## src/rtl/gpio_port_pkg.sv

```systemverilog
package gpio_port_pkg;
  typedef enum logic [1:0] {
    TRIG_NONE   = 2'd0,
    TRIG_LEVEL  = 2'd1,
    TRIG_SINGLE = 2'd2,
    TRIG_DOUBLE = 2'd3
  } trig_e;

  // bit6..bit0
  typedef struct packed {
    logic  ien;
    logic  deb_en;
    logic  pol;
    trig_e trig;
    logic  dir_out;
    logic  en;
  } pin_cfg_t;

  localparam logic [4:0] OFF_CFG  = 5'h00;
  localparam logic [4:0] OFF_THR  = 5'h04;
  localparam logic [4:0] OFF_IN   = 5'h08;
  localparam logic [4:0] OFF_FLT  = 5'h0C;
  localparam logic [4:0] OFF_OVAL = 5'h10;
  localparam logic [4:0] OFF_CLR  = 5'h14;
endpackage

```

## src/rtl/gpio_tick_gen.sv

```systemverilog
module gpio_tick_gen #(
  parameter int TICK_DIV = 250000,
  localparam int CW = (TICK_DIV > 1) ? $clog2(TICK_DIV) : 1
) (
  input  logic clk_i,
  input  logic rst_ni,
  output logic tick_o
);
  logic [CW-1:0] cnt_q;

  assign tick_o = (cnt_q == CW'(TICK_DIV - 1));

  always_ff @(posedge clk_i or negedge rst_ni) begin
    if (!rst_ni)     cnt_q <= '0;
    else if (tick_o) cnt_q <= '0;
    else             cnt_q <= cnt_q + 1'b1;
  end

  a_r11_tick_isolated: assert property (@(posedge clk_i) disable iff (!rst_ni)
    (TICK_DIV > 1 && tick_o) |=> !tick_o);
endmodule

```

## src/rtl/gpio_pin.sv

```systemverilog
module gpio_pin
  import gpio_port_pkg::*;
(
  input  logic       clk_i,
  input  logic       rst_ni,
  input  logic       tick_i,
  input  logic       pad_i,
  input  logic       we_i,
  input  logic [4:0] off_i,
  input  logic [7:0] wdata_i,
  output logic [7:0] rdata_o,
  output logic       pend_o,
  output logic       ien_o,
  output logic       pad_o,
  output logic       pad_oe_o
);
  pin_cfg_t   cfg_q;
  logic [7:0] thr_q, cnt_q;
  logic       flt_q, oval_q;
  logic       s1_q, s2_q, lvl_q, prev_q, pend_q;
  logic       clr_w, bypass, hit;

  assign clr_w  = we_i && (off_i == OFF_CLR);
  assign bypass = !cfg_q.deb_en || (thr_q == 8'd0);

  // register file
  always_ff @(posedge clk_i or negedge rst_ni) begin
    if (!rst_ni) begin
      cfg_q  <= '0;
      thr_q  <= '0;
      flt_q  <= 1'b1;
      oval_q <= 1'b0;
    end else if (we_i) begin
      unique case (off_i)
        OFF_CFG:  cfg_q  <= pin_cfg_t'(wdata_i[6:0]);
        OFF_THR:  thr_q  <= wdata_i;
        OFF_FLT:  flt_q  <= wdata_i[0];
        OFF_OVAL: oval_q <= wdata_i[0];
        default:  ;
      endcase
    end
  end

  // synchronizer + debounce
  always_ff @(posedge clk_i or negedge rst_ni) begin
    if (!rst_ni) begin
      s1_q   <= 1'b0;
      s2_q   <= 1'b0;
      lvl_q  <= 1'b0;
      prev_q <= 1'b0;
      cnt_q  <= '0;
    end else begin
      s1_q   <= pad_i;
      s2_q   <= s1_q;
      prev_q <= lvl_q;
      if (bypass) begin
        lvl_q <= s2_q;
        cnt_q <= '0;
      end else if (s2_q == lvl_q) begin
        cnt_q <= '0;
      end else if (tick_i) begin
        if (cnt_q + 8'd1 >= thr_q) begin
          lvl_q <= s2_q;
          cnt_q <= '0;
        end else begin
          cnt_q <= cnt_q + 8'd1;
        end
      end
    end
  end

  // trigger detect
  always_comb begin
    hit = 1'b0;
    if (cfg_q.en) begin
      unique case (cfg_q.trig)
        TRIG_LEVEL:  hit = (lvl_q == cfg_q.pol);
        TRIG_SINGLE: hit = cfg_q.pol ? (lvl_q && !prev_q) : (!lvl_q && prev_q);
        TRIG_DOUBLE: hit = (lvl_q != prev_q);
        default:     hit = 1'b0;
      endcase
    end
  end

  always_ff @(posedge clk_i or negedge rst_ni) begin
    if (!rst_ni) pend_q <= 1'b0;
    else         pend_q <= (pend_q && !clr_w) || hit;
  end

  always_comb begin
    unique case (off_i)
      OFF_CFG:  rdata_o = {1'b0, cfg_q};
      OFF_THR:  rdata_o = thr_q;
      OFF_IN:   rdata_o = {7'd0, lvl_q};
      OFF_FLT:  rdata_o = {7'd0, flt_q};
      OFF_OVAL: rdata_o = {7'd0, oval_q};
      default:  rdata_o = 8'd0;
    endcase
  end

  assign pend_o   = pend_q;
  assign ien_o    = cfg_q.ien;
  assign pad_oe_o = cfg_q.en && cfg_q.dir_out && !flt_q;
  assign pad_o    = oval_q && pad_oe_o;

  a_r2_bypass_follows: assert property (@(posedge clk_i) disable iff (!rst_ni)
    !cfg_q.deb_en |=> (lvl_q == $past(s2_q)));
  a_r11_hold_between_ticks: assert property (@(posedge clk_i) disable iff (!rst_ni)
    (cfg_q.deb_en && thr_q != 8'd0 && !tick_i && !we_i) |=> $stable(lvl_q));
  a_r5_level_keeps_pending: assert property (@(posedge clk_i) disable iff (!rst_ni)
    (cfg_q.en && cfg_q.trig == TRIG_LEVEL && lvl_q == cfg_q.pol) |=> pend_q);
  a_r6_rise_latches: assert property (@(posedge clk_i) disable iff (!rst_ni)
    (cfg_q.en && cfg_q.trig == TRIG_SINGLE && cfg_q.pol && lvl_q && !prev_q) |=> pend_q);
  a_r7_any_edge_latches: assert property (@(posedge clk_i) disable iff (!rst_ni)
    (cfg_q.en && cfg_q.trig == TRIG_DOUBLE && lvl_q != prev_q) |=> pend_q);
  a_r8_pending_sticky: assert property (@(posedge clk_i) disable iff (!rst_ni)
    (pend_q && !clr_w) |=> pend_q);
  a_r9_disabled_quiet: assert property (@(posedge clk_i) disable iff (!rst_ni)
    (!cfg_q.en && !pend_q) |=> !pend_q);
  a_r3_release_blocks_drive: assert property (@(posedge clk_i) disable iff (!rst_ni)
    flt_q |-> !pad_oe_o);
endmodule

```

## src/rtl/gpio_port_ctrl.sv

```systemverilog
module gpio_port_ctrl #(
  parameter int NUM_PINS = 8,
  parameter int TICK_DIV = 250000,
  localparam int AW = $clog2(NUM_PINS * 32) + 1
) (
  input  logic                clk_i,
  input  logic                rst_ni,
  input  logic                req_i,
  input  logic                we_i,
  input  logic [AW-1:0]       addr_i,
  input  logic [7:0]          wdata_i,
  output logic [7:0]          rdata_o,
  input  logic [NUM_PINS-1:0] pad_i,
  output logic [NUM_PINS-1:0] pad_o,
  output logic [NUM_PINS-1:0] pad_oe_o,
  output logic                irq_o
);
  localparam int WIN_W = AW - 5;
  localparam logic [AW-1:0] STAT_ADDR = AW'(NUM_PINS * 32);

  logic                tick;
  logic [NUM_PINS-1:0] pend, ien, status;
  logic [7:0]          pin_rd [NUM_PINS];

  gpio_tick_gen #(.TICK_DIV(TICK_DIV)) u_tick (
    .clk_i  (clk_i),
    .rst_ni (rst_ni),
    .tick_o (tick)
  );

  for (genvar p = 0; p < NUM_PINS; p++) begin : g_pin
    gpio_pin u_pin (
      .clk_i    (clk_i),
      .rst_ni   (rst_ni),
      .tick_i   (tick),
      .pad_i    (pad_i[p]),
      .we_i     (req_i && we_i && (addr_i[AW-1:5] == WIN_W'(p))),
      .off_i    (addr_i[4:0]),
      .wdata_i  (wdata_i),
      .rdata_o  (pin_rd[p]),
      .pend_o   (pend[p]),
      .ien_o    (ien[p]),
      .pad_o    (pad_o[p]),
      .pad_oe_o (pad_oe_o[p])
    );
  end

  assign status = pend & ien;
  assign irq_o  = |status;

  always_comb begin
    rdata_o = 8'd0;
    if (addr_i == STAT_ADDR) begin
      rdata_o = 8'(status);
    end else begin
      for (int p = 0; p < NUM_PINS; p++)
        if (addr_i[AW-1:5] == WIN_W'(p)) rdata_o = pin_rd[p];
    end
  end

  a_r10_masked_no_irq: assert property (@(posedge clk_i) disable iff (!rst_ni)
    ((pend & ien) == '0) |-> !irq_o);
endmodule

```

## config.mk

```make
export PLATFORM = sky130hd
export DESIGN_NAME = gpio_port_ctrl
export DESIGN_NICKNAME = d
export VERILOG_FILES = /design/src/rtl/gpio_port_pkg.sv /design/src/rtl/gpio_tick_gen.sv /design/src/rtl/gpio_pin.sv /design/src/rtl/gpio_port_ctrl.sv
export SDC_FILE = /design/constraint.sdc
export NUM_CORES = 1
export LEC_CHECK = 0
export ABC_AREA = 1
export BUFFER_PORTS_ARGS = -buffer_cell sky130_fd_sc_hd__clkbuf_2
export CAP_MARGIN = 5
export CELL_PAD_IN_SITES_DETAIL_PLACEMENT = 0
export CELL_PAD_IN_SITES_GLOBAL_PLACEMENT = 2
export CORE_MARGIN = 2
export CORE_UTILIZATION = 34
export CTS_CLUSTER_SIZE = 24
export DETAILED_ROUTE_END_ITERATION = 7
export GPL_TIMING_DRIVEN = 0
export HOLD_SLACK_MARGIN = 0.12
export PLACE_DENSITY = 0.82
export RECOVER_POWER = 100
export SYNTH_ARGS = -nofsm -noshare
export SYNTH_HDL_FRONTEND = slang
export SYNTH_HIERARCHICAL = 1
export SYNTH_SLANG_ARGS = --single-unit
```

## constraint.sdc

```tcl
create_clock -name clk_i -period 2 [get_ports clk_i]
set_input_delay 0.3 -clock clk_i [delete_from_list [all_inputs] [get_ports clk_i]]
set_output_delay 0.3 -clock clk_i [all_outputs]
set_load 0.03 [all_outputs]
```

# After elaboration in Yosys (flattened, before gate mapping)
# Cells that the tools add are included.
dict set report op_classes {
  n_addsub 9
  order_cmp 8
  eq_ne 70
  muxes 106
  bitwise 1
  reduce_logical 196
}
# operator n
set ops {}
lappend ops {{two-way mux 8 bit} 41}
lappend ops {{case mux 8 bit (5 select lines)} 8}
lappend ops {{logical AND 1 bit} 65}
lappend ops {{adder 8 x 1 -> 8 bit, second input constant} 8}
lappend ops {{greater-or-equal comparator 8 bit} 8}
lappend ops {{logical NOT 8 bit} 8}
lappend ops {{AND reduction 2 bit} 32}
lappend ops {{two-way mux 1 bit} 48}
lappend ops {{logical NOT 1 bit} 40}
lappend ops {{== test 2 bit, second input constant} 16}
lappend ops {{nonzero test 2 bit} 16}
lappend ops {{case mux 1 bit (3 select lines)} 8}
lappend ops {{AND reduction 3 bit} 8}
lappend ops {{nonzero test 3 bit} 8}
lappend ops {{adder 18 x 1 -> 18 bit, second input constant} 1}
lappend ops {{== test 18 bit, second input constant} 1}
lappend ops {{two-way mux 18 bit} 1}
lappend ops {{== test 1 bit} 16}
lappend ops {{== test 2 x 1 -> 1 bit, second input constant} 8}
lappend ops {{== test 4 x 3 -> 1 bit, second input constant} 4}
lappend ops {{logical OR 1 bit} 16}
lappend ops {{!= test 2 x 1 -> 1 bit, second input constant} 8}
lappend ops {{== test 5 x 4 -> 1 bit, second input constant} 2}
lappend ops {{== test 5 bit, second input constant} 2}
lappend ops {{other kinds (9)} 17}
dict set report totals {
  ff_bits 258
  inputBits 29
  out_inout_bits 25
  word_cells 511
}

# Depth between registers and ports, before layout
dict set report depth {
  word_depth 11
  mapped_depth 16
  depth_no_buf 16
}

# Hierarchy
# The synthesis kept the hierarchy.
# mod n_inst cells_per_inst area_each_um2 seq_area_each_um2
set modules_own_cells {}
lappend modules_own_cells {gpio_pin 8 231 1866.8 752.0}
lappend modules_own_cells {gpio_tick_gen 1 140 1068.5 450.4}
lappend modules_own_cells {gpio_port_ctrl 1 183 859.6 0.0}

# Least setup slack after synthesis
# No wires, ideal clock.
dict set report synth_timing {
  kind {flip-flop to flip-flop}
  startpoint {register g_pin[0].u_pin.cnt_q[0]}
  endpoint {register g_pin[0].u_pin.cnt_q[0]}
  setup_time_ns 0.065
  t_arrival_ns 1.918
  required_time_ns 1.935
  slack_ns 0.017
  path_stages_with_launch 14
  n_path_buf 0
  period_less_slack_ns 1.983
  cell_sequence {dfrtp_1 > ha_1 > nand3_2 > nand3b_1 > xnor2_2 > ha_1 > nand2_1 > o21bai_1 > nand2_1 > nor2_1 > nand2_1 > inv_1 > nand3_1 > nand2_1}
}
dict set report synth_between {
  elab_chain_len 6
}
# item line_no
set synth_lines {}
lappend synth_lines {{start: declaration} gpio_pin.sv:18} ;# logic [7:0] thr_q, cnt_q;
lappend synth_lines {{start signal: assignment} gpio_pin.sv:66} ;# cnt_q <= cnt_q + 8'd1;
lappend synth_lines {{adder 8 x 1 -> 8 bit *} {gpio_pin.sv:62, gpio_pin.sv:66}}
lappend synth_lines {{greater-or-equal comparator 8 bit} gpio_pin.sv:62} ;# if (cnt_q + 8'd1 >= thr_q) begin
lappend synth_lines {{two-way mux 8 bit *} gpio_pin.sv:62}
lappend synth_lines {{two-way mux 8 bit *} gpio_pin.sv:61} ;# end else if (tick_i) begin
lappend synth_lines {{two-way mux 8 bit *} gpio_pin.sv:59} ;# end else if (s2_q == lvl_q) begin
lappend synth_lines {{two-way mux 8 bit *} gpio_pin.sv:56} ;# if (bypass) begin
# Mark *: on every way between the ends. The rest lies on a longest branch, timed or not. The select of a mux whose other input is x is not followed.
# A chain may end at the register's enable or synchronous reset.

==> flow_metrics.env <==
export IMPL_cpPeakStageDelay_ns=0.41
export IMPL_hold_violations=0
export IMPL_overflow=0
export IMPL_antenna_found_initial=2
export IMPL_vias=14500
export IMPL_fp_dieH_um=227
export IMPL_first_iter_violations=767
export IMPL_worst_ep_required_time_ns=1.70
export IMPL_synth_nets=2289
export IMPL_arrival_ns=2.22
export IMPL_cts_sinks=258
export IMPL_crit_fanout=2
export IMPL_setup_tns_ns=-19.49
export IMPL_grt_pass1_wl_um=77100
export IMPL_setup_ws_ns=-0.518
export IMPL_fp_coreArea_um2=49000
export IMPL_worst_pin_slew_ns=1.72
export IMPL_peakVddDrop_mv=0.419
export IMPL_path_delay_family="simple AND/OR/NAND/NOR gates"
export IMPL_power_per_cell_area_nw_per_um2=594
export IMPL_max_freq_mhz=397
export IMPL_layout_area_overhead_vs_synth_pct=25.9
export IMPL_insertion_delay_ns=0.54
export IMPL_drive_gt1_share_pct=29.1
export IMPL_end_kind="output port"
export IMPL_design_area_um2=21200
export IMPL_synth_ff_type="dfrtp_1"
export IMPL_finalNonFillerCells=3092
export IMPL_path_cells="inv_2, nor3_2, nand3_1, o21ai_1, a21oi_1, nand3_1, nand3_1, nand3_2, nor2_2, nand4_1, nand2_1, nand2_2, buf_8"
export IMPL_fin_crit_sh_pct=126
export IMPL_clockBufferDepth=3
export IMPL_core_rowCount=81
export IMPL_die_area_um2=51400
export IMPL_cpMostUsedCell="nand3_1"
export IMPL_yosys_warnings=6
export IMPL_die_w_um=227
export IMPL_path_clk_slew_ns=0.06
export IMPL_finalSetupViolCount=205
export IMPL_crit_buf_inv=2
export IMPL_critical_path_class="register to output port"
export IMPL_yosysSeqAreaShare_pct=38.3
export IMPL_postRouteAntennaNets=0
export IMPL_slowest_stage="dfrtp_2"
export IMPL_place_area_um2=18000
export IMPL_finalNetCount=2523
export IMPL_fin_skew_ns=0.0157
export IMPL_drv_cap=1
export IMPL_cts_root_buf="clkbuf_16"
export IMPL_cts_buffers_inserted=34
export IMPL_rsz0062_at_grt="true"
export IMPL_first_pass_iters=5
export IMPL_wl_per_cell_um=15.8
export IMPL_globalRouteTotalUtil_pct=19.1
export IMPL_start_kind="register"
export IMPL_place_inst=2888
export IMPL_gp_congestion=0.849
export IMPL_ioPinCount=54
export IMPL_max_slew_margin_pct=-14.4
export IMPL_antenna_cells=0
export IMPL_initial_utilization_pct=34.4
export IMPL_leakage_uw=0.0105
export IMPL_finalMaxSlewViolations=58
export IMPL_cts_tree="built"
export IMPL_htreeDepth=2
export IMPL_syn_area_per_cell_um2=7.77
export IMPL_yosys_register_bits=258
export IMPL_status="finished, violations left"
export IMPL_port_buffers=51
export IMPL_via_per_inst=4.70
export IMPL_grt_pass1_vias=14100
export IMPL_totalWireLength_um=48800
export IMPL_netlist_area_um2=16900
export IMPL_syn_inst=2171
export IMPL_power_uw=12600
export IMPL_period_minus_slack_ns=2.52
export IMPL_ys_async_sr_fraction_pct=100
export IMPL_grt_start_max_net_pins=104
export IMPL_drc=0
export IMPL_hpwl_um=34200
export IMPL_synth_cell_types=40
export IMPL_synth_edf_count=0
export IMPL_hp_class="primary input to register"
export IMPL_violations="max-capacitance violations, max-slew violations, negative setup slack"
==> logic make-up after synthesis <==
logic type	after synthesis	share of synthesized area, %
DFF	258	38.3
and+or+nand+nor	1073	29.6
adders and majority gates	89	6.60
xor gates and xnor gates	66	3.78
buffers and inverters	398	9.71
AOI/OAI and AO/OA	287	11.9
==> power breakdown <==
part	switching (uW)	internal (uW)
Sequential	72.1	5310
Clock	2400	3800
Combinational	718	315
==> layout make-up <==
cell class | count | area, um2
fill | 5057 | 27700
sequential | 258 | 6480
tap | 664 | 831
buffer | 22 | 150
clock buffer | 49 | 1020
inverter | 376 | 1480
multi-input combinational | 1515 | 9530
clock inverter | 10 | 105
timing repair buffer | 198 | 1640
==> worst reg2reg max path: cells and delay by family (launching register included) <==
kind	cells	cell delay, ns
and+or+nand+nor	7	0.95
buffers and inverters	3	0.58
DFF	1	0.48
adders and majority gates	1	0.24
==> metal layers <==
layer | up-vias | track usage [%] | share of wire [%]
li1 | 7371 | - | -
met1 | 6899 | 27.1 | 48
met4 | 2 | 4.86 | 2.0
met3 | 63 | 2.51 | 3.4
met5 | - | 0 | 0.016
met2 | 196 | 30.7 | 47
==> flip-flops by register name, indices dropped and copies added, names as in the netlist <==
| register | count |
|---|---|
| g_pin.u_pin/cnt_q | 64 |
| g_pin.u_pin/oval_q | 8 |
| g_pin.u_pin/ien_o | 8 |
| g_pin.u_pin/pend_o | 8 |
| g_pin.u_pin/flt_q | 8 |
| g_pin.u_pin/prev_q | 8 |
| g_pin.u_pin/s2_q | 8 |
| g_pin.u_pin/thr_q | 64 |
| u_tick/cnt_q | 18 |
| g_pin.u_pin/lvl_q | 8 |
| g_pin.u_pin/cfg_q | 48 |
| g_pin.u_pin/s1_q | 8 |
==> final timing paths <==
path                                            to  cells past startpoint                  from  slack (ns)
setup / recovery                        rdata_o[0]                     13  g_pin[2].u_pin/lvl_q       -0.52
hold reg to reg                g_pin[6].u_pin/s2_q                      0   g_pin[6].u_pin/s1_q        0.35
setup reg to reg           g_pin[2].u_pin/cnt_q[7]                     11       u_tick/cnt_q[0]       -0.30
min in group asynchronous  g_pin[2].u_pin/cnt_q[2]                      2                rst_ni        0.77
max in group asynchronous  g_pin[6].u_pin/cnt_q[2]                      3                rst_ni       -0.12
hold / removal                g_pin[6].u_pin/flt_q                      6             addr_i[1]        0.16
==> per-stage QoR <==
stage	setup slack (ns)	utilization [%]	hold WS (ns)
floorplan	0.0165	-	0.00441
global placement	-5.33	36.7	0.332
detailed placement	-1.16	36.8	0.335
CTS	-0.614	42.3	0.203
global route	-0.650	43.4	0.171
finish	-0.518	43.4	0.161
==> Yosys cell counts, types with 2 or more instances <==
cell / n / area share [%]
nand2_2: 16 / 0.59
nand3_1: 150 / 4.5
nand2_1: 573 / 13
buf_6: 18 / 1.2
inv_2: 12 / 0.27
nor2_4: 29 / 1.9
buf_2: 3 / 0.089
o31ai_1: 16 / 0.71
nor2_2: 23 / 0.85
nor2_1: 172 / 3.8
o21ai_2: 112 / 5.8
nand4_1: 29 / 1.1
dfrtp_1: 250 / 37
nor3_1: 16 / 0.47
or2_1: 2 / 0.074
inv_1: 364 / 8.1
nand3_2: 24 / 1.4
o21bai_1: 9 / 0.40
a21oi_2: 8 / 0.42
o22ai_1: 24 / 0.89
o211ai_1: 9 / 0.40
dfstp_2: 8 / 1.2
nand3b_2: 8 / 0.53
nand2_4: 9 / 0.60
a21oi_1: 40 / 1.2
xor2_1: 42 / 2.2
xnor2_2: 8 / 0.77
o21ai_0: 65 / 1.9
ha_1: 89 / 6.6
o21ai_1: 2 / 0.059
xnor2_1: 16 / 0.83
and2_1: 9 / 0.33
nand3b_1: 8 / 0.36
a221oi_1: 2 / 0.10
==> repair_timing <==
action | in CTS | in global routing
pin swaps | 99 | 105
setup buffers | 82 | 55
hold buffers | 9 | 0
setup endpoints to repair | 90 | 85
gates cloned | 0 | 1
endpoints found under the hold margin | 63 | 0
resized for setup | 266 | 134
==> layout by cell type, fill, tap and decap left out, types with 9 or more instances in the layout <==
cell	Yosys	layout
clkbuf_8	0	10
buf_4	1	123
dlygate4sd3_1	0	9
clkbuf_16	0	41
o22ai_1	24	13
dfrtp_2	0	15
inv_1	364	297
clkbuf_2	0	39
nor2_2	23	31
o21ai_2	112	68
a21oi_1	40	42
o21ai_1	2	25
nor3_1	16	9
nor2_4	29	40
inv_2	12	61
buf_6	18	13
xor2_1	42	41
ha_1	89	80
o21ai_0	65	83
nand4_1	29	29
nand3_2	24	95
nor2_1	172	153
nand2_2	16	43
nand2_4	9	11
o211ai_1	9	9
nand2_1	573	544
o31ai_1	16	16
clkbuf_1	0	20
nand3_1	150	72
xnor2_1	16	16
dfrtp_1	250	235
Note: power is estimated with default switching activity, not from simulation.
